[src/rtl/sublane_pkg.sv]
// Package: shared access-width encoding for the sub-word row memory.
// Assumes at most four width codes (1, 2, 4, 8 bytes).
package sublane_pkg;

    typedef enum logic [1:0] {
        SZ_BYTE = 2'd0,
        SZ_HALF = 2'd1,
        SZ_WORD = 2'd2,
        SZ_DBL  = 2'd3
    } size_e;

    // Number of bytes touched by a width code.
    function automatic int unsigned size_bytes(input logic [1:0] sz);
        return 32'd1 << sz;
    endfunction

endpackage

[src/rtl/sublane_align.sv]
// Module: sublane_align
// Splits a byte address into row index and lane offset, derives the lane
// shift, the right-aligned width mask and the misalignment flag.
// Assumes ROW_BYTES is a power of two and the width code never exceeds a row.
module sublane_align #(
    parameter int ROW_BYTES = 8,
    parameter int ROWS      = 16,
    localparam int OFF_W    = $clog2(ROW_BYTES),
    localparam int ROW_W    = $clog2(ROWS),
    localparam int ADDR_W   = ROW_W + OFF_W,
    localparam int DATA_W   = ROW_BYTES * 8,
    localparam int SH_W     = $clog2(DATA_W)
) (
    input  logic [ADDR_W-1:0] addr,
    input  logic [1:0]        size,
    output logic [ROW_W-1:0]  row,
    output logic [SH_W-1:0]   shift,
    output logic [DATA_W-1:0] width_mask,
    output logic              misalign,
    output logic              full_row
);
    import sublane_pkg::*;

    logic [OFF_W-1:0] off;
    logic [OFF_W-1:0] low_bits;

    // Purpose: address split and lane shift.
    always_comb begin
        row   = addr[ADDR_W-1:OFF_W];
        off   = addr[OFF_W-1:0];
        shift = {off, 3'b000};
    end

    // Purpose: build the width mask and the alignment test.
    always_comb begin
        for (int b = 0; b < ROW_BYTES; b++) begin
            width_mask[8*b +: 8] = (b < int'(size_bytes(size))) ? 8'hFF : 8'h00;
        end
        low_bits = OFF_W'(size_bytes(size) - 32'd1);
        misalign = |(off & low_bits);
        full_row = (32'(size) == OFF_W);
    end

endmodule

[src/rtl/sublane_swap.sv]
// Module: sublane_swap
// Reverses the low 2^size bytes of a right-aligned value when enabled.
// Assumes the input is already masked to the access width.
module sublane_swap #(
    parameter int ROW_BYTES = 8,
    localparam int OFF_W    = $clog2(ROW_BYTES),
    localparam int NSIZES   = OFF_W + 1,
    localparam int DATA_W   = ROW_BYTES * 8
) (
    input  logic              en,
    input  logic [1:0]        size,
    input  logic [DATA_W-1:0] din,
    output logic [DATA_W-1:0] dout
);
    logic [DATA_W-1:0] cand [NSIZES];

    // One reversed candidate per width code.
    for (genvar s = 0; s < NSIZES; s++) begin : g_sz
        for (genvar b = 0; b < ROW_BYTES; b++) begin : g_b
            if (b < (1 << s)) begin : g_in
                assign cand[s][8*b +: 8] = din[8*((1 << s) - 1 - b) +: 8];
            end else begin : g_out
                assign cand[s][8*b +: 8] = 8'h00;
            end
        end
    end

    // Purpose: choose the candidate for this width, or pass through.
    always_comb begin
        dout = en ? cand[size] : din;
    end

endmodule

[src/rtl/sublane_rows.sv]
// Module: sublane_rows
// Row storage with one valid bit per row. Reset clears only the valid bits.
// A row whose valid bit is clear reads as zero. Read is combinational.
// Assumes at most one write per cycle.
module sublane_rows #(
    parameter int ROWS   = 16,
    parameter int DATA_W = 64,
    localparam int ROW_W = $clog2(ROWS)
) (
    input  logic              clk,
    input  logic              rst_n,
    input  logic [ROW_W-1:0]  idx,
    output logic [DATA_W-1:0] rd_data,
    input  logic              we,
    input  logic [DATA_W-1:0] wr_data
);
    logic [DATA_W-1:0] store [ROWS];
    logic [ROWS-1:0]   valid;

    // Purpose: track which rows hold data written since reset.
    always_ff @(posedge clk) begin
        if (!rst_n) begin
            valid <= '0;
        end else if (we) begin
            valid[idx] <= 1'b1;
        end
    end

    // Purpose: row data write (no reset needed, gated by valid on read).
    always_ff @(posedge clk) begin
        if (we) begin
            store[idx] <= wr_data;
        end
    end

    // Purpose: read with zero for rows never written.
    always_comb begin
        rd_data = valid[idx] ? store[idx] : '0;
    end

endmodule

[src/rtl/sublane_mem.sv]
// Module: sublane_mem (top)
// Byte-addressed memory of ROWS rows of ROW_BYTES bytes. Serves loads and
// stores of 1..ROW_BYTES bytes. Sub-row stores read-modify-write a row in one
// cycle. Loads return registered, zero-extended data one cycle later.
// Optional byte reversal over the access width. Misaligned requests are refused.
// Assumes one request per cycle on a single port.
module sublane_mem #(
    parameter int ROW_BYTES = 8,
    parameter int ROWS      = 16,
    localparam int OFF_W    = $clog2(ROW_BYTES),
    localparam int ROW_W    = $clog2(ROWS),
    localparam int ADDR_W   = ROW_W + OFF_W,
    localparam int DATA_W   = ROW_BYTES * 8,
    localparam int SH_W     = $clog2(DATA_W)
) (
    input  logic              clk,
    input  logic              rst_n,
    input  logic              req_valid,
    input  logic              req_write,
    input  logic [ADDR_W-1:0] req_addr,
    input  logic [1:0]        req_size,
    input  logic              req_swap,
    input  logic [DATA_W-1:0] req_wdata,
    output logic [DATA_W-1:0] rsp_rdata,
    output logic              rsp_misalign
);
    logic [ROW_W-1:0]  row;
    logic [SH_W-1:0]   shift;
    logic [DATA_W-1:0] width_mask;
    logic              misalign;
    logic              full_row;
    logic [DATA_W-1:0] cur_row;
    logic [DATA_W-1:0] ld_ext, ld_val;
    logic [DATA_W-1:0] st_in, st_val, new_row;
    logic              do_store, do_load;

    sublane_align #(.ROW_BYTES(ROW_BYTES), .ROWS(ROWS)) u_align (
        .addr(req_addr), .size(req_size), .row(row), .shift(shift),
        .width_mask(width_mask), .misalign(misalign), .full_row(full_row)
    );

    sublane_rows #(.ROWS(ROWS), .DATA_W(DATA_W)) u_rows (
        .clk(clk), .rst_n(rst_n), .idx(row), .rd_data(cur_row),
        .we(do_store), .wr_data(new_row)
    );

    sublane_swap #(.ROW_BYTES(ROW_BYTES)) u_ld_swap (
        .en(req_swap), .size(req_size), .din(ld_ext), .dout(ld_val)
    );

    sublane_swap #(.ROW_BYTES(ROW_BYTES)) u_st_swap (
        .en(req_swap), .size(req_size), .din(st_in), .dout(st_val)
    );

    // Purpose: accept only aligned requests.
    always_comb begin
        do_store = req_valid && req_write && !misalign;
        do_load  = req_valid && !req_write && !misalign;
    end

    // Purpose: extract load lanes, then merge or replace the row on a store.
    always_comb begin
        ld_ext = (cur_row >> shift) & width_mask;
        st_in  = req_wdata & width_mask;
        if (full_row) begin
            new_row = st_val;
        end else begin
            new_row = (cur_row & ~(width_mask << shift)) | (st_val << shift);
        end
    end

    // Purpose: register load data and the refusal pulse.
    always_ff @(posedge clk) begin
        if (!rst_n) begin
            rsp_rdata    <= '0;
            rsp_misalign <= 1'b0;
        end else begin
            rsp_misalign <= req_valid && misalign;
            if (do_load) begin
                rsp_rdata <= ld_val;
            end
        end
    end

endmodule

[config.mk]
export PLATFORM = sky130hd
export DESIGN_NAME = sublane_mem
export DESIGN_NICKNAME = d
export VERILOG_FILES = /design/src/rtl/sublane_pkg.sv /design/src/rtl/sublane_align.sv /design/src/rtl/sublane_swap.sv /design/src/rtl/sublane_rows.sv /design/src/rtl/sublane_mem.sv
export SDC_FILE = /design/constraint.sdc
export NUM_CORES = 1
export LEC_CHECK = 0
export CAP_MARGIN = 15
export CELL_PAD_IN_SITES_DETAIL_PLACEMENT = 0
export CELL_PAD_IN_SITES_GLOBAL_PLACEMENT = 1
export CORE_MARGIN = 2
export CORE_UTILIZATION = 35
export CTS_CLUSTER_SIZE = 25
export DETAILED_ROUTE_END_ITERATION = 8
export DONT_BUFFER_PORTS = 1
export PLACE_DENSITY_LB_ADDON = 0.1
export SYNTH_ARGS = -nofsm -noshare
export SYNTH_HDL_FRONTEND = slang
export SYNTH_HIERARCHICAL = 1
export SYNTH_SLANG_ARGS = --single-unit
[constraint.sdc]
create_clock -name clk -period 21.8 [get_ports clk]
set_input_delay 3.27 -clock clk [delete_from_list [all_inputs] [get_ports clk]]
set_output_delay 3.27 -clock clk [all_outputs]
set_load 0.01 [all_outputs]
== Word level (Yosys, flattened, before mapping) ==
Memory sizes are Yosys's and may differ from the RTL's.
Index checks and enable logic that the tools add are counted.
Operators by class
  add/sub/neg operators: 1
  multiply operators: 0
  divide/modulo/power cells: 0
  order comparisons: 11
  equal/unequal tests: 1
  shift-type cells: 4
  multiplexer cells: 24
  bitwise logic cells: 8
  reductions and logical operators: 9
Operator list (count)
  two-way mux 64 bit: 8
  binary-select mux 64 bit (select 2 bit): 2
  bitwise AND 64 bit: 3
  less-than comparator 4 x 32 -> 1 bit, first input constant: 4
  << shifter 64 x 6 -> 64 bit: 2
  less-than comparator 3 x 32 -> 1 bit, first input constant: 2
  two-way mux 8 bit: 8
  inverter 64 bit: 1
  bitwise OR 64 bit: 1
  >> shifter 64 x 6 -> 64 bit: 1
  less-than comparator 1 x 32 -> 1 bit, first input constant: 1
  less-than comparator 2 x 32 -> 1 bit, first input constant: 1
  << shifter 1 x 2 -> 32 bit, first input constant: 1
  bitwise OR 16 bit: 1
  logical AND 1 bit: 6
  less-than comparator 4 x 5 -> 1 bit, second input constant: 1
  binary-select mux 1 bit (select 4 bit): 1
  demux 1 bit (select 4 bit): 1
  >= comparator 4 x 1 -> 1 bit, second input constant: 1
  two-way mux 1 bit: 4
  bitwise AND 3 bit: 1
  >= comparator 3 bit, second input constant: 1
  inverter 2 -> 3 bit: 1
  OR reduction 3 bit: 1
  3 further kinds: 4
Storage, ports and cells
  register bits: 81
  latch bits: 0
  bits in writable memories: 1024
  memory bits (read-only): 0
  memories kept: 1
Memory list
  u_rows.store: words 16, width 64, read ports 1, clocked after memory_dff 0, write ports 1, RTL line sublane_rows.sv:17  | logic [DATA_W-1:0] store [ROWS];

== Longest topological paths before layout ==
  depth in word-level cells: 11
  depth in mapped cells: 18

== By module ==
The synthesis kept the hierarchy.
By module, submodules not included
  sublane_rows: times used 1, cells an instance 1634, area an instance 39033.7 um^2, seq. area each 31069.8 um^2
  sublane_mem: times used 1, cells an instance 1793, area an instance 15985.3 um^2, seq. area each 1301.2 um^2
  sublane_swap: times used 2, cells an instance 251, area an instance 1383.8 um^2, seq. area each 0.0 um^2
  sublane_align: times used 1, cells an instance 85, area an instance 630.6 um^2, seq. area each 0.0 um^2

== Least setup slack after synthesis ==
OpenSTA, ideal clock, no wires.
  path kind: in2reg
  from: input port req_size[1]
  to: memory u_rows.store[0][0] (enable)
  arrival: 9.164 ns
  data required time: 21.232 ns
  slack: 12.068 ns
  stages: 7
  buffers on the path: 0
  cells stage by stage: or2_1 > ha_1 > nor2b_1 > a221o_1 > and3b_1 > or3b_1 > nor3_1
On the way
  cells in the longest elaborated chain, start to end: 8
RTL lines
  from (decl): RTL line sublane_mem.sv:21  | input logic [1:0] req_size,
  << shifter 1 x 2 -> 32 bit
  subtractor 3 x 1 -> 3 bit: RTL line sublane_align.sv:39  | low_bits = OFF_W'(size_bytes(size) - 32'd1);
  bitwise AND 3 bit: RTL line sublane_align.sv:40  | misalign = |(off & low_bits);
  OR reduction 3 bit: RTL line sublane_align.sv:40
  net misalign: RTL line sublane_mem.sv:30  | logic misalign;
  logical NOT 1 bit: RTL line sublane_mem.sv:57  | do_store = req_valid && req_write && !misalign;
  logical AND 1 bit: RTL line sublane_mem.sv:57
  net do_store: RTL line sublane_mem.sv:35  | logic do_store, do_load;
  two-way mux 1 bit: RTL line sublane_rows.sv:31  | if (we) begin
  two-way mux 1 bit (not written as such): RTL line sublane_rows.sv:32  | store[idx] <= wr_data;
  to (decl): RTL line sublane_rows.sv:17
The timed path passes the listed nets, and every way through them passes these cells.

== Final worst setup path ==
  from: input port req_addr[5]
  to: register rsp_rdata[10]
On the way
  cells in the longest elaborated chain, start to end: 9
RTL lines
  from (decl): RTL line sublane_mem.sv:20  | input logic [ADDR_W-1:0] req_addr,
  binary-select mux 1 bit (select 4 bit): RTL line sublane_rows.sv:38  | rd_data = valid[idx] ? store[idx] : '0;
  two-way mux 1 bit (not written as such): RTL line sublane_rows.sv:38
  two-way mux 64 bit *: RTL line sublane_rows.sv:38
  net cur_row[26]: RTL line sublane_mem.sv:32  | logic [DATA_W-1:0] cur_row;
  >> shifter 64 x 6 -> 64 bit *: RTL line sublane_mem.sv:63  | ld_ext = (cur_row >> shift) & width_mask;
  bitwise AND 64 bit *: RTL line sublane_mem.sv:63
  net ld_ext[18]: RTL line sublane_mem.sv:33  | logic [DATA_W-1:0] ld_ext, ld_val;
  binary-select mux 64 bit (select 2 bit) *: RTL line sublane_swap.sv:30  | dout = en ? cand[size] : din;
  two-way mux 64 bit (not written as such) * (2 in series): RTL line sublane_swap.sv:30
  two-way mux 64 bit *: RTL line sublane_swap.sv:30
  net ld_val[10]: RTL line sublane_mem.sv:33
  to (signal assigned): RTL line sublane_mem.sv:80  | rsp_rdata <= ld_val;
  to (decl): RTL line sublane_mem.sv:24  | output logic [DATA_W-1:0] rsp_rdata,
The timed path passes the listed nets; every way through them passes the cells marked *. The select of a mux whose other input is x is not followed.
A chain may end at the register's enable or synchronous reset.

==> qor.csv <==
metric,value,unit
ys_ff_latch,1105,
die_y,412.5,um
tns,0,ns
dr_wl_met2,92.09,mm
worst_pin_slew,1.342,ns
insertion_delay,0.76,ns
fmax,129.1,MHz
total_power,4829,uW
place.gp.congestion,0.9391,
initialDrtViolationCount,4390,
synthDistinctLibCells,94,
min_path_type,reg -> reg,
yosys.area.top_type,edfxtp_1,
slew_headroom,10.52,%
rsz0062_at_grt,false,
endpoint_kind,flip-flop,
worstPathRequired,22.47,ns
cts_tree,done,
pin_count,143,
fp.coreArea,165400,um2
synthFlopType,edfxtp_1,
wl_met1,95.50,mm
p_per_area,75.29,nW/um2
routed.top_layer,met4,
fin_nets,4016,
ys_seq_area_share,55.41,%
rows,149,
layout_min_cycle_time,7.745,ns
netlist.area_leader.share,52.64,%
path_clk_slew,0.06,ns
cts_hold_buf,0,
first_global_vias,37100,
slew_violations,0,
leakage,0.02035,uW
dieArea,170200,um2
synth_most_common_cell,edfxtp_1,
ctsResizeCount,0,
yosysWarningCount,6,
grt_usage,24.23,%
worstPathArrival,8.41,ns
start_util,35.33,%
grt_pass1_wl,293.1,mm
wire_per_inst,33.55,um
drt_pass1_iterations,5,
status,"complete, no violations",
grt_max_degree,265,
critPathKind,in -> reg,
avgSynthCellArea,14.55,um2
die-width,412.5,um
peakVddDrop,0.00007673,V
drcViolationCount,0,
skew,0.04241,ns
cts_max_level,3,
cts_sinks,1105,
numCtsBuffers,117,
ant_nets,0,
final_core_util,38.78,%
syn_area,58420,um2
post_cts_buffers,0,
antenna_found_initial,9,
final_layout_size_suffix_gt1_share,25.30,%
setup_viol,0,
port_buffers,0,
vias_per_cell,6.013,
path_max_fanout,29,
hold_viol,0,
cts_buffer_depth,3,
grt-ovfl-total,0,
synthArstFlopShare,0,%
syn_inst,4014,
synth_area_leaders,"edfxtp_1 (53%), mux4_2 (17%), mux2_2 (2.9%)",
fin_crit_sh,35.53,%
root_buffer,clkbuf_16,
cp-start-kind,input port,
dp_hpwl,134.2,mm
area_growth_syn_to_layout,9.782,%
met3_length,14.25,mm
maxCapViolations,0,
vias,37430,
synth_common_cells,"edfxtp_1 (1024), mux4_2 (431), nand2_1 (389)",
wl,208.8,mm
synth-edff-count,1024,
## placed cells by master (no fill, tap or decap), drive strengths merged, types with 46 or more instances in the layout
cell and instances:
o21ai 136, nand2 391, inv 140, edfxtp 1024, dfxtp 81, mux4 460
mux2 155, o22ai 46, a22oi 160, clkbuf 149, buf 192, a21boi 75
clkinv 52, nor2 165, a21oi 155, and2 75, mux2i 146
## logic make-up (layout without fill, tap and decap cells)
family          Yosys count  after routing  synth area share, %
compound gates          848            848                10.11
fa+ha+maj                 2              2              0.04283
buf+inv                 530            545                5.031
other cells               1              8             0.006419
mux                     761            761                23.54
flops                  1105           1105                55.41
simple gates            767            767                5.854
## per-layer routing
metal	up-vias	track usage, %
met5	-	0
met4	0	7.733
met3	288	3.956
met2	1482	36.05
met1	19860	36.04
li1	15800	-
## per-stage QoR
stage	worst slack, ns	instance area, um2	hold slack (ns)	instances
final	14.05	64130	0.4632	6225
after global routing	14.02	64120	0.4724	6222
after CTS	14.20	64110	0.4668	6219
after detailed placement	13.38	60420	0.4526	6005
after global placement	13.39	60410	0.4423	6004
after floorplan	12.07	58420	0.4354	4016
## worst max-delay path, stage by stage
cell and delay (ns):
nor2b_4 0.57, buf_4 0.58, buf_4 0.45, a22oi_1 0.14, a21oi_1 1.06, mux4_1 0.49, mux2_2 0.21, mux2i_1 0.10
nor2_1 0.12, o21ai_0 0.08, a21boi_0 0.52, mux2_2 0.27, a22oi_1 0.06, a21oi_1 0.18, nand2_1 0.06, a21boi_0 0.15
## worst paths after layout
check	start	endpoint	slack, ns	cells after the start
worst min register to register	u_rows/valid[4]	u_rows/valid[4]	0.46	1
worst min-delay path	u_rows/valid[4]	u_rows/valid[4]	0.46	1
worst max register to register	u_rows/valid[11]	rsp_rdata[10]	16.45	16
worst max-delay path	req_addr[5]	rsp_rdata[10]	14.05	16
## state kept, by name (all words and copies together), names as in the netlist
signal	cells
u_rows/store	1024
rsp_rdata	64
u_rows/valid	16
rsp_misalign	1
## cell type report
type                    count  area, um2
multi-input cells        2381      23340
clock buffers             149       3089
repair buffers            192       1451
flip-flops and latches   1105      32370
clock inverters            65      605.6
fillers                 15430     101200
well taps                2189       2739
diodes                      5      12.51
inverters                 139      526.8
## where the power goes
part	leakage, uW	total (uW)	internal, uW	switching, uW
combinational	0.00873	534	199	335
clock	0.00178	1930	1080	847
sequential	0.00983	2360	2360	3.31
Power figures use the tool's default switching activity.
